==> src/rtl/dbg_seq_pkg.sv <==
package dbg_seq_pkg;
  localparam int unsigned BYTE_W  = 8;
  localparam int unsigned ARG_MAX = 3;
  localparam int unsigned RSP_MAX = 2;
  localparam int unsigned IDX_W   = $clog2(ARG_MAX + 1);
  localparam int unsigned ARG_W   = ARG_MAX * BYTE_W;
  localparam int unsigned RSP_W   = RSP_MAX * BYTE_W;

  localparam logic [BYTE_W-1:0] OP_ERASE  = 8'h14;
  localparam logic [BYTE_W-1:0] OP_CFG_WR = 8'h1D;
  localparam logic [BYTE_W-1:0] OP_CFG_RD = 8'h24;
  localparam logic [BYTE_W-1:0] OP_STATUS = 8'h3F;
  localparam logic [BYTE_W-1:0] OP_HALT   = 8'h44;
  localparam logic [BYTE_W-1:0] OP_RESUME = 8'h4C;
  localparam logic [BYTE_W-1:0] OP_STEP   = 8'h5C;
  localparam logic [BYTE_W-1:0] OP_ID     = 8'h68;
  localparam logic [BYTE_W-1:0] OP_PC     = 8'h28;
  localparam logic [BYTE_W-1:0] OP_INJECT = 8'h54;

  typedef struct packed {
    logic             ok;
    logic [IDX_W-1:0] n_arg;
    logic [IDX_W-1:0] n_rsp;
  } cmd_info_t;

  typedef enum logic [1:0] {ST_IDLE, ST_SEND, ST_RECV} seq_state_e;
endpackage

==> src/rtl/dbg_cmd_decode.sv <==
module dbg_cmd_decode
  import dbg_seq_pkg::*;
(
  input  logic [BYTE_W-1:0] cmd_i,
  output cmd_info_t         info_o
);
  always_comb begin
    info_o = '0;
    if (cmd_i[BYTE_W-1:2] == OP_INJECT[BYTE_W-1:2]) begin
      // length lives in the command byte; zero is malformed
      info_o.ok    = (cmd_i[1:0] != 2'd0);
      info_o.n_arg = IDX_W'(cmd_i[1:0]);
      info_o.n_rsp = IDX_W'(1);
    end else begin
      case (cmd_i)
        OP_CFG_WR: begin info_o.ok = 1'b1; info_o.n_arg = IDX_W'(1); info_o.n_rsp = IDX_W'(1); end
        OP_ID, OP_PC: begin info_o.ok = 1'b1; info_o.n_rsp = IDX_W'(2); end
        OP_ERASE, OP_CFG_RD, OP_STATUS, OP_HALT, OP_RESUME, OP_STEP:
          begin info_o.ok = 1'b1; info_o.n_rsp = IDX_W'(1); end
        default: info_o = '0;
      endcase
    end
  end
endmodule

==> src/rtl/dbg_rsp_shift.sv <==
module dbg_rsp_shift #(
  parameter int unsigned BYTE_W = 8,
  parameter int unsigned BYTES  = 2
) (
  input  logic                    clk_i,
  input  logic                    rst_ni,
  input  logic                    clr_i,
  input  logic                    shift_i,
  input  logic [BYTE_W-1:0]       din_i,
  output logic [BYTES*BYTE_W-1:0] dout_o
);
  logic [BYTES-1:0][BYTE_W-1:0] lane_q;

  for (genvar g = 0; g < BYTES; g++) begin : g_lane
    always_ff @(posedge clk_i or negedge rst_ni) begin
      if (!rst_ni)      lane_q[g] <= '0;
      else if (clr_i)   lane_q[g] <= '0;
      else if (shift_i) begin
        if (g == 0) lane_q[g] <= din_i;
        else        lane_q[g] <= lane_q[(g == 0) ? 0 : g-1];
      end
    end
  end

  assign dout_o = lane_q;

  AST_CLR_ZERO: assert property (@(posedge clk_i) disable iff (!rst_ni)
    clr_i |=> (dout_o == '0));
endmodule

==> src/rtl/dbg_xfer_fsm.sv <==
module dbg_xfer_fsm
  import dbg_seq_pkg::*;
(
  input  logic              clk_i,
  input  logic              rst_ni,
  input  logic              req_valid_i,
  input  logic [BYTE_W-1:0] req_cmd_i,
  input  logic [ARG_W-1:0]  req_arg_i,
  input  cmd_info_t         info_i,
  input  logic              xfer_ack_i,
  output logic              busy_o,
  output logic              done_o,
  output logic              err_o,
  output logic              xfer_req_o,
  output logic              xfer_wr_o,
  output logic [BYTE_W-1:0] xfer_data_o,
  output logic              rsp_clr_o,
  output logic              rsp_shift_o
);
  seq_state_e                   state_q;
  logic [ARG_MAX:0][BYTE_W-1:0] tx_q;
  logic [IDX_W-1:0]             idx_q, n_arg_q, n_rsp_q;
  logic                         done_q, err_q;
  logic                         accept;

  assign accept = (state_q == ST_IDLE) && req_valid_i;

  always_ff @(posedge clk_i or negedge rst_ni) begin
    if (!rst_ni) begin
      state_q <= ST_IDLE;
      tx_q    <= '0;
      idx_q   <= '0;
      n_arg_q <= '0;
      n_rsp_q <= '0;
      done_q  <= 1'b0;
      err_q   <= 1'b0;
    end else begin
      done_q <= 1'b0;
      unique case (state_q)
        ST_IDLE: if (accept) begin
          tx_q    <= {req_arg_i, req_cmd_i};
          n_arg_q <= info_i.n_arg;
          n_rsp_q <= info_i.n_rsp;
          idx_q   <= '0;
          err_q   <= !info_i.ok;
          if (info_i.ok) state_q <= ST_SEND;
          else           done_q  <= 1'b1;
        end
        ST_SEND: if (xfer_ack_i) begin
          if (idx_q == n_arg_q) begin
            idx_q <= '0;
            if (n_rsp_q == '0) begin
              state_q <= ST_IDLE;
              done_q  <= 1'b1;
            end else state_q <= ST_RECV;
          end else idx_q <= idx_q + 1'b1;
        end
        ST_RECV: if (xfer_ack_i) begin
          if (idx_q == n_rsp_q - 1'b1) begin
            state_q <= ST_IDLE;
            done_q  <= 1'b1;
          end else idx_q <= idx_q + 1'b1;
        end
        default: state_q <= ST_IDLE;
      endcase
    end
  end

  assign busy_o      = (state_q != ST_IDLE);
  assign done_o      = done_q;
  assign err_o       = done_q & err_q;
  assign xfer_req_o  = busy_o;
  assign xfer_wr_o   = (state_q == ST_SEND);
  assign xfer_data_o = (state_q == ST_SEND) ? tx_q[idx_q] : '0;
  assign rsp_clr_o   = accept;
  assign rsp_shift_o = (state_q == ST_RECV) && xfer_ack_i;

  AST_REQ_HELD: assert property (@(posedge clk_i) disable iff (!rst_ni)
    xfer_req_o && !xfer_ack_i |=> xfer_req_o && $stable(xfer_wr_o) && $stable(xfer_data_o));
  AST_NO_WRITE_AFTER_READ: assert property (@(posedge clk_i) disable iff (!rst_ni)
    xfer_req_o && !xfer_wr_o |=> !(xfer_req_o && xfer_wr_o) || $past(done_o) || !$past(busy_o));
  AST_QUIET_IDLE: assert property (@(posedge clk_i) disable iff (!rst_ni)
    !busy_o |-> !xfer_req_o);
  AST_ERR_NO_XFER: assert property (@(posedge clk_i) disable iff (!rst_ni)
    done_o && err_o |-> !$past(xfer_req_o));
  AST_DONE_PULSE: assert property (@(posedge clk_i) disable iff (!rst_ni)
    done_o |=> !done_o);
  AST_DONE_AFTER_READ: assert property (@(posedge clk_i) disable iff (!rst_ni)
    done_o && !err_o |-> $past(xfer_ack_i) && !$past(xfer_wr_o));
  AST_BUSY_LOCK: assert property (@(posedge clk_i) disable iff (!rst_ni)
    busy_o && $past(busy_o) |-> $stable(tx_q));
endmodule

==> src/rtl/dbg_cmd_seq.sv <==
module dbg_cmd_seq
  import dbg_seq_pkg::*;
(
  input  logic              clk_i,
  input  logic              rst_ni,
  input  logic              req_valid_i,
  input  logic [BYTE_W-1:0] req_cmd_i,
  input  logic [ARG_W-1:0]  req_arg_i,
  output logic              busy_o,
  output logic              done_o,
  output logic              err_o,
  output logic [RSP_W-1:0]  rsp_data_o,
  output logic              xfer_req_o,
  output logic              xfer_wr_o,
  output logic [BYTE_W-1:0] xfer_data_o,
  input  logic              xfer_ack_i,
  input  logic [BYTE_W-1:0] xfer_rdata_i
);
  cmd_info_t info;
  logic      rsp_clr, rsp_shift;

  dbg_cmd_decode u_decode (
    .cmd_i  (req_cmd_i),
    .info_o (info)
  );

  dbg_xfer_fsm u_fsm (
    .clk_i       (clk_i),
    .rst_ni      (rst_ni),
    .req_valid_i (req_valid_i),
    .req_cmd_i   (req_cmd_i),
    .req_arg_i   (req_arg_i),
    .info_i      (info),
    .xfer_ack_i  (xfer_ack_i),
    .busy_o      (busy_o),
    .done_o      (done_o),
    .err_o       (err_o),
    .xfer_req_o  (xfer_req_o),
    .xfer_wr_o   (xfer_wr_o),
    .xfer_data_o (xfer_data_o),
    .rsp_clr_o   (rsp_clr),
    .rsp_shift_o (rsp_shift)
  );

  dbg_rsp_shift #(.BYTE_W(BYTE_W), .BYTES(RSP_MAX)) u_rsp (
    .clk_i   (clk_i),
    .rst_ni  (rst_ni),
    .clr_i   (rsp_clr),
    .shift_i (rsp_shift),
    .din_i   (xfer_rdata_i),
    .dout_o  (rsp_data_o)
  );

  AST_RESET_QUIET: assert property (@(posedge clk_i)
    !rst_ni |=> !busy_o && !done_o && !xfer_req_o);
endmodule

==> config.mk <==
export PLATFORM = sky130hd
export DESIGN_NAME = dbg_cmd_seq
export DESIGN_NICKNAME = d
export VERILOG_FILES = /design/src/rtl/dbg_seq_pkg.sv /design/src/rtl/dbg_cmd_decode.sv /design/src/rtl/dbg_rsp_shift.sv /design/src/rtl/dbg_xfer_fsm.sv /design/src/rtl/dbg_cmd_seq.sv
export SDC_FILE = /design/constraint.sdc
export NUM_CORES = 1
export LEC_CHECK = 0
export BUFFER_PORTS_ARGS = -buffer_cell sky130_fd_sc_hd__buf_2
export CAP_MARGIN = 5
export CORE_MARGIN = 4
export CORE_UTILIZATION = 55
export DETAILED_ROUTE_END_ITERATION = 10
export HOLD_SLACK_MARGIN = 0.06
export PLACE_DENSITY = 0.83
export SLEW_MARGIN = 10
export SYNTH_ARGS = -nofsm -noshare
export SYNTH_HDL_FRONTEND = slang
export SYNTH_SLANG_ARGS = --single-unit
==> constraint.sdc <==
create_clock -name clk_i -period 3.05 [get_ports clk_i]
set_input_delay 0.1525 -clock clk_i [delete_from_list [all_inputs] [get_ports clk_i]]
set_output_delay 0.1525 -clock clk_i [all_outputs]
set_load 0.05 [all_outputs]
==> metrics <==
Hold Path Cell Cnt=2; CTS tree=yes; Critical Path Max Stage Delay=0.77 ns; vias in the first global route=2,349; post-synthesis mux area share=0.1962; Slew HR=0.2086; post-synthesis compound-gate area fraction=0.1083; WL/cell=approximately 17 um; layout cells sized above 1=0.4277; Post-synth EDFFs=0; Final setup viols=0; Die ar.=6309 um^2; DP Area=about 3200 um^2; MaxCap Viol Count=0; CP Capture Type=primary output; Synth Area per Inst=13.30 um^2; max-slew violations=0; setup TNS=0 ns; CP Class=reg2out; fin crit period=2.239 ns; Final Hold Viols=0; Post-DRT Antenna Nets=0; final routed DRC violation total=0; standard-cell row count=25; Leak=0.001728 uW; Worst-path clk slew=0.06 ns; Net count, final=363; final worst path period share=0.7342; FMAX=446.5 MHz; Critical-path top delay cell=dfrtp_1; clock sinks=58; crit path from=u_fsm.idx_q[0]; sequential group share of total power=0.397; Post-Synth Adder-Cell Area=0.02229; CTS max path bufs=2; Comb pwr share=0.351; CP startpoint kind=register; Tightest Pin Transition=about 1.2 ns; worst skew pair latency=0.33 ns; RR Startpoint=u_fsm.state_q[0]; n_diodes=0; initial antenna violation count=0; status=finished, final reports clean; Pre-antenna DRT Iters=4; crit path max fanout=13; Placer Congestion=0.8005; I/O pins=between 70 and 80; simple-gate share of the synthesized area=0.1106; RSZ-0062 raised after global routing=false; Synth Instances=about 210; WP data arrival=2.09 ns; ys async rst share=1.000; PortBufs=72; final WL=6731 um; CORE AREA=4817 um^2; largest family of logic cells by synthesized area=multiplexers; Int Pwr=~1800 uW; Synth Net Count=260; Power, Total=2722 uW; Initial Utilization=0.5826; Distinct cells, synth=45; CTS H-tree lvls=3; chip height=approximately 79 um; CP cell instances=mux4_2, and2_1, buf_2; fill cell count=311; CTS Buf Count=9; Clock power frac=0.252; largest net degree at the start of global routing=between 50 and 60; Root Buffer=clkbuf_8; worst hold path type=in2reg; Max VDD drop=0.0005843 V; grt ovf=0; depth of the most critical reg-to-reg path=5; Die W=79.43 um; final core occ=0.7655; GRT Overall Usage=0.2444; Post-Synth XOR/XNOR Area=0.01248; Worst Skew=0.006835 ns; Syn Std Cell Area=between 2000 and 3000 um^2; Yosys warning total=0; Area Overhead vs Synth=31.39%; vias=2,152; Starting DRT DRC Count=178; vias per cell=5.590; Seq/Total Area, Yosys=0.5172; Required @ worst endpoint=just under 3 ns; Sw Share=0.3533; HPWL after detailed placement=4267 um; Net Sw Power=961.4 uW; HP Start=req_arg_i[22]; Seq cells post-synth=a little under 60; main flop type after synthesis=dfrtp_1; areal power density over the cells=738.1 nW/um^2; design area=~3700 um^2; first-pass GRT wire length=roughly 12,000 um
layout make-up:
type | count | area (um^2) | share of cell area
timing repair buffer | 105 | 685.7 | 0.1860
clock inverter | 3 | 40.04 | 0.01086
multi-input combinational | 135 | 1262 | 0.3424
tap | 67 | 83.83 | 0.02273
sequential | 58 | 1451 | 0.3936
inverter | 5 | 18.77 | 0.005090
clock buffer | 12 | 145.1 | 0.03936
flip-flops by register name (all words and copies together), names as in the netlist:
signal,cells
u_fsm.state_q,2
u_fsm.done_o,1
u_rsp.dout_o,16
u_fsm.err_q,1
u_fsm.tx_q,32
u_fsm.idx_q,2
u_fsm.n_arg_q,2
u_fsm.n_rsp_q,2
layer usage:
metal | track usage | up-vias | share of wire
met3 | 0.06208 | 11 | 0.040
met5 | 0 | - | 0
met2 | 0.4073 | 66 | 0.53
met1 | 0.3059 | 1086 | 0.41
met4 | 0.09278 | 0 | 0.016
li1 | - | 989 | -
stage by stage:
| stage | setup WS, ns | instances | hold WS, ns |
|---|---|---|---|
| finish | 0.8106 | 385 | 0.06699 |
| global placement | 0.9676 | 340 | 0.3693 |
| detailed placement | 0.9013 | 340 | 0.3780 |
| floorplan | 0.8879 | 211 | -0.1431 |
| global route | 0.6496 | 385 | 0.06749 |
| CTS | 0.7616 | 385 | 0.06213 |
cells in the final DEF (no fill, tap or decap), drive strengths merged, types with 2 or more instances in the layout:
| master | synthesis | final |
|---|---|---|
| buf | 8 | 75 |
| dfrtp | 58 | 58 |
| mux2 | 32 | 32 |
| dlygate4sd3 | 0 | 30 |
| a22o | 17 | 17 |
| clkbuf | 5 | 12 |
| nand2 | 11 | 11 |
| and2 | 10 | 10 |
| mux4 | 8 | 8 |
| o21ai | 6 | 6 |
| inv | 5 | 5 |
| ha | 5 | 5 |
| xnor2 | 4 | 4 |
| nor3 | 4 | 4 |
| nor2 | 3 | 3 |
| nor3b | 3 | 3 |
| a211oi | 3 | 3 |
| a21oi | 3 | 3 |
| nand4 | 2 | 2 |
| nand4b | 2 | 2 |
| or3b | 2 | 2 |
| nor4 | 2 | 2 |
| clkinv | 0 | 2 |
| and4b | 2 | 2 |
cells in the mapped netlist (all sizes together), types with 2 or more instances:
cell,n,area [um^2]
buf,8,55.05
nand4,2,12.51
nor3,4,25.02
inv,5,18.77
a22o,17,148.9
mux4,8,180.2
nor3b,3,22.52
clkbuf,5,18.77
nand2,11,41.29
xnor2,4,35.03
nor2,3,11.26
and2,10,62.56
ha,5,62.56
and4b,2,21.27
or3b,2,17.52
mux2,32,360.4
a211oi,3,27.52
nor4,2,12.51
dfrtp,58,1451
a21oi,3,18.77
nand4b,2,17.52
o21ai,6,30.02
critical path, delay by kind of cell (launching register included):
| kind | cells | cell delay (ns) |
|---|---|---|
| flip-flops | 1 | 0.77 |
| AND/OR/NAND/NOR | 1 | 0.18 |
| buffers and inverters | 1 | 0.21 |
| multiplexers | 1 | 0.58 |
power by group through the flow:
stage	Combinational [uW]	Sequential, uW	Clock, uW
finish	957	1080	686
global route	1030	1100	735
CTS	951	1070	693
detailed placement	914	1080	0
global placement	896	1070	0
floorplan	700	1080	0
logic make-up (layout without fill, tap and decap cells):
group / after synthesis / in the layout
flip-flops: 58 / 58
AND/OR/NAND/NOR: 47 / 47
multiplexers: 41 / 41
AO/OA/AOI/OAI: 38 / 38
buffers and inverters: 18 / 125
adder cells (fa/ha/maj): 5 / 5
XOR/XNOR: 4 / 4
path summary, 6_finish.rpt:
kind / to / slack (ns)
min in group asynchronous: u_fsm.tx_q[3] / 0.39
max reg2reg: u_rsp.dout_o[0] / 0.82
max: xfer_data_o[6] / 0.81
min: u_fsm.tx_q[30] / 0.07
max in group asynchronous: u_rsp.dout_o[8] / 2.09
min reg2reg: u_fsm.err_q / 0.47
repair_timing:
action                    in CTS  in global routing
gates resized for setup        0                  0
setup buffers                  0                  0
hold endpoints to repair      33                  0
hold buffers                  30                  0
Note: power is estimated with default switching activity, not from simulation.
